$ cat src/rtl/rxIdlePkg.sv
package rxIdlePkg;
  typedef enum logic [1:0] {
    ST_ARMED = 2'd0,
    ST_COUNT = 2'd1,
    ST_STOP  = 2'd2
  } idleState_t;

  typedef struct packed {
    logic load;
    logic dec;
    logic clear;
  } cntStrobe_t;
endpackage

$ cat src/rtl/rxIdleCnt.sv
module rxIdleCnt #(
  parameter int COUNT_W = 8
) (
  input  logic                   clk,
  input  logic                   rstN,
  input  rxIdlePkg::cntStrobe_t  strobe,
  input  logic [COUNT_W-1:0]     loadVal,
  output logic                   countIsOne
);
  localparam logic [COUNT_W-1:0] ONE = COUNT_W'(1);

  logic [COUNT_W-1:0] count;

  always_ff @(posedge clk or negedge rstN) begin
    if (!rstN) begin
      count <= '0;
    end else if (strobe.load) begin
      count <= loadVal;
    end else if (strobe.clear) begin
      count <= '0;
    end else if (strobe.dec) begin
      count <= count - ONE;
    end
  end

  assign countIsOne = (count == ONE);
endmodule

$ cat src/rtl/rxIdleCtl.sv
module rxIdleCtl #(
  parameter int COUNT_W = 8
) (
  input  logic                   clk,
  input  logic                   rstN,
  input  logic                   bitTick,
  input  logic                   charRcvd,
  input  logic                   armCmd,
  input  logic                   restartCmd,
  input  logic [COUNT_W-1:0]     timeoutVal,
  input  logic                   countIsOne,
  output rxIdlePkg::cntStrobe_t  strobe,
  output logic                   timeoutFlag,
  output logic                   busy
);
  import rxIdlePkg::*;

  idleState_t state, stateNxt;
  logic       flagNxt;
  logic       cfgOff;

  assign cfgOff = (timeoutVal == '0);

  always_comb begin
    stateNxt = state;
    flagNxt  = timeoutFlag;
    strobe   = '0;
    if (restartCmd) begin
      // restart has priority over arm
      if (!cfgOff) begin
        strobe.load = 1'b1;
        stateNxt    = ST_COUNT;
      end else if (state == ST_COUNT) begin
        strobe.clear = 1'b1;
        stateNxt     = ST_ARMED;
      end
    end else if (armCmd) begin
      strobe.clear = 1'b1;
      stateNxt     = ST_ARMED;
      flagNxt      = 1'b0;
    end else if (cfgOff) begin
      if (state == ST_COUNT) begin
        strobe.clear = 1'b1;
        stateNxt     = ST_ARMED;
      end
    end else begin
      unique case (state)
        ST_ARMED: begin
          if (charRcvd) begin
            strobe.load = 1'b1;
            stateNxt    = ST_COUNT;
          end
        end
        ST_COUNT: begin
          if (charRcvd) begin
            strobe.load = 1'b1;
          end else if (bitTick) begin
            if (countIsOne) begin
              strobe.clear = 1'b1;
              stateNxt     = ST_STOP;
              flagNxt      = 1'b1;
            end else begin
              strobe.dec = 1'b1;
            end
          end
        end
        ST_STOP: begin
          stateNxt = ST_STOP;
        end
        default: begin
          strobe.clear = 1'b1;
          stateNxt     = ST_ARMED;
        end
      endcase
    end
  end

  always_ff @(posedge clk or negedge rstN) begin
    if (!rstN) begin
      state       <= ST_ARMED;
      timeoutFlag <= 1'b0;
    end else begin
      state       <= stateNxt;
      timeoutFlag <= flagNxt;
    end
  end

  assign busy = (state == ST_COUNT);
endmodule

$ cat src/rtl/rxIdleTimeout.sv
module rxIdleTimeout #(
  parameter int COUNT_W = 8
) (
  input  logic               clk,
  input  logic               rstN,
  input  logic               bitTick,
  input  logic               charRcvd,
  input  logic               armCmd,
  input  logic               restartCmd,
  input  logic [COUNT_W-1:0] timeoutVal,
  output logic               timeoutFlag,
  output logic               busy
);
  rxIdlePkg::cntStrobe_t cntStrobe;
  logic                  countIsOne;

  rxIdleCtl #(.COUNT_W(COUNT_W)) uCtl (
    .clk        (clk),
    .rstN       (rstN),
    .bitTick    (bitTick),
    .charRcvd   (charRcvd),
    .armCmd     (armCmd),
    .restartCmd (restartCmd),
    .timeoutVal (timeoutVal),
    .countIsOne (countIsOne),
    .strobe     (cntStrobe),
    .timeoutFlag(timeoutFlag),
    .busy       (busy)
  );

  rxIdleCnt #(.COUNT_W(COUNT_W)) uCnt (
    .clk       (clk),
    .rstN      (rstN),
    .strobe    (cntStrobe),
    .loadVal   (timeoutVal),
    .countIsOne(countIsOne)
  );
endmodule

$ cat config.mk
export PLATFORM = sky130hd
export DESIGN_NAME = rxIdleTimeout
export DESIGN_NICKNAME = d
export VERILOG_FILES = /design/src/rtl/rxIdlePkg.sv /design/src/rtl/rxIdleCnt.sv /design/src/rtl/rxIdleCtl.sv /design/src/rtl/rxIdleTimeout.sv
export SDC_FILE = /design/constraint.sdc
export NUM_CORES = 1
export LEC_CHECK = 0
export BUFFER_PORTS_ARGS = -buffer_cell sky130_fd_sc_hd__buf_2
export CAP_MARGIN = 30
export CORE_MARGIN = 2
export CORE_UTILIZATION = 25
export DETAILED_ROUTE_END_ITERATION = 7
export PLACE_DENSITY_LB_ADDON = 0.2
export RECOVER_POWER = 50
export SLEW_MARGIN = 20
export SYNTH_ARGS = -nofsm -noshare
export SYNTH_HDL_FRONTEND = slang
export SYNTH_SLANG_ARGS = --single-unit
$ cat constraint.sdc
create_clock -name clk -period 3.5 [get_ports clk]
set_input_delay 0.175 -clock clk [delete_from_list [all_inputs] [get_ports clk]]
set_output_delay 0.175 -clock clk [all_outputs]
set_load 0.005 [all_outputs]
==> flow_summary.ini <==
[cts]
root_buffer = clkbuf_4
insertion_delay_ps = 280
numCtsBuffers = 3
cts_tree = built
cts.clk_slew.worst_paths_ps = 70
cts.sinks = 11
htreeDepth = 1
clock_path_buffers = 2
postCtsSetupRepairBufs = 0

[yosys]
synthArstFlopShare_pct = 100.0
ys.flop_type = dfrtp_1
yosysUniqueCellTypes = 34
syn_area_um2 = 882.1
syn_area_per_cell_um2 = 8.564
ys.warnings.count = 0
seq_area_frac_synth_pct = 31.21
ys_seq_elements = 11
synth-edff-count = 0
syn_nets = 123
netlist_instances = 103

[setup_path]
slowest_stage = dfrtp_1
max_stage_delay_ps = 390
crit_type = flip-flop to flip-flop
worst-path-max-fanout = 12
arrival_ps = 2260
cp-end-kind = flip-flop
start_kind = flip-flop
path_cells = inv_1 > ha_1 > or2_2 > a31o_2 > nand2_1 > o21ai_0 > o22a_1
required_ps = 3670

[drt]
vias = 877
via_per_inst = 5.251
drtIter0Drc = 102
route.detailed.wl_per_inst_um = 13.81
drt_pre_antenna_iters = 4
routed_wl_um = 2307
route.detailed.drc = 0
drtAntennaViolNets = 0

[finish]
drive_gt1_share_pct = 21.49
syn_to_final_growth_pct = 17.73
antennaDiodeCount = 0
multi_input_area_um2 = 570.5
seq_area_um2 = 275.3
final_area_mm2 = 0.001039
final_util_pct = 30.88
final_common_cell = buf_2
fill_cells = 376
mostFrequentLayoutCells = buf_2 (13), nand2_1 (11), dfrtp_1 (11)
final_nets = 142

[floorplanning]
io_pins = 16
placeableCoreArea_mm2 = 0.003363
fp-row-count = 21
dieArea_mm2 = 0.004020
chipWidth_um = 63.40
start_util_pct = 26.23
die_h_um = 63.40

[sta]
fin_skew_ps = 4.271
finalSetupTns_ps = 0
final_max_slew_viol_count = 0
slew_headroom_pct = 58.45
grt_setup_unrepaired = false
setup_viol = 0
fmax_ghz = 0.4788
tightestPinTransition_ps = 623.3
timing_hold_violations_final = 0
timing.final.crit_share_pct = 59.68
fin_crit_ps = 2089

[pwr]
pwr-share-clk_pct = 25.5
switchingPower_mw = 0.1229
seqPwrFrac_pct = 45.0
switching_share_pct = 34.78
intPower_mw = 0.2305
comb_power_share_pct = 29.5
p_leak_nw = 0.4444
power_density_mw_per_mm2 = 340.3
ir_drop_uv = 139.6

[global_routing]
grt_antenna_before_repair = 0
grt_max_degree = 13
grt_pass1_vias = 863
grt_usage_pct = 12.69
grt_pass1_wl_um = 3960
gr-total-overflow = 0

[min_path]
hold_class = input port to flip-flop

[flow_run]
cap_violations = 0

[placement]
numPortBuffers = 15
gp_congestion = 0.8085
placed_cell_area_mm2 = 0.001005
dpl.hpwl_um = 1819

[outcome]
status = finished clean
## per-stage QoR
step	setup WS (ps)	total power, mW	hold WS [ps]	std cells
after global placement	1424	0.2655	66.15	162
after floorplan	1663	0.2296	-120.6	103
final	1411	0.3534	149.8	167
after detailed placement	1412	0.2650	68.31	162
after CTS	1408	0.3576	147.5	167
after global routing	1271	0.3778	148.9	167
## layout make-up
class	count	area share, %
well taps	46	5.542
inverters	7	2.530
repair buffers	16	7.952
flip-flops and latches	11	26.51
multi-input cells	83	54.94
clock buffers	4	2.530
## synthesized netlist by cell type, types with 2 or more instances
cell type | number | area share, %
o21ai_0 | 4 | 2.3
inv_1 | 7 | 3.0
a21oi_1 | 5 | 2.8
xor2_1 | 2 | 2.0
a31oi_1 | 3 | 2.1
nor2b_1 | 4 | 2.8
and2_1 | 2 | 1.4
or2_2 | 3 | 2.1
dfrtp_1 | 11 | 31
nand2_1 | 11 | 4.7
a311oi_1 | 2 | 2.0
nor3_1 | 4 | 2.3
nor2_1 | 9 | 3.8
nand4_1 | 4 | 2.8
ha_1 | 6 | 8.5
or4_4 | 3 | 3.8
nand3_1 | 6 | 3.4
## kinds of logic after synthesis
kind of cell	share of synthesized area (%)
flip-flops	31.21
AND/OR/NAND/NOR	31.21
XOR/XNOR	1.986
buffers and inverters	4.113
AO/OA/AOI/OAI	21.70
adder cells (fa/ha/maj)	8.510
multiplexers	1.277
## path summary, 6_finish.rpt
path | slack (ps) | start | depth (start not counted) | to
worst max-delay path | 1410 | uCtl.state[1]$_DFFE_PN0P_ | 7 | uCnt.count[1]$_DFFE_PN0P_
worst min-delay path | 150 | timeoutVal[1] | 2 | uCnt.count[1]$_DFFE_PN0P_
worst max register to register | 1410 | uCtl.state[1]$_DFFE_PN0P_ | 7 | uCnt.count[1]$_DFFE_PN0P_
worst min register to register | 510 | uCtl.timeoutFlag$_DFFE_PN0P_ | 2 | uCtl.timeoutFlag$_DFFE_PN0P_
max in group asynchronous | 2680 | rstN | 2 | uCtl.state[0]$_DFFE_PN0P_
min in group asynchronous | 420 | rstN | 2 | uCnt.count[1]$_DFFE_PN0P_
## flip-flops by register name, indices dropped and copies added (netlist names)
| signal | count |
|---|---|
| uCtl.timeoutFlag | 1 |
| uCnt.count | 8 |
| uCtl.state | 2 |
## power by group through the flow
stage	Sequential, mW	Clock, mW	Combinational (mW)
after CTS	0.159	0.0932	0.106
after global placement	0.162	0	0.104
after detailed placement	0.161	0	0.104
after floorplan	0.157	0	0.0725
final	0.159	0.0900	0.104
after global routing	0.161	0.0975	0.119
## worst max-delay path: cells and delay by family, from the launching register on
family | cells | cell delay [ps]
AND/OR/NAND/NOR | 2 | 640
flip-flops | 1 | 390
buffers and inverters | 1 | 80
adder cells (fa/ha/maj) | 1 | 250
AO/OA/AOI/OAI | 3 | 620
## metal layers
metal | vias up | track usage (%) | part of all wire (%)
li1 | 418 | - | -
met1 | 415 | 17.17 | 47
met2 | 39 | 19.47 | 44
met3 | 5 | 2.500 | 7.3
met4 | 0 | 5.707 | 1.7
met5 | - | 0 | 0
## what timing repair did
action,4_1_cts,5_1_grt
hold buffers,1,0
gates resized for setup,0,0
hold endpoints to repair,11,0
(Power assumes the default switching activity.)
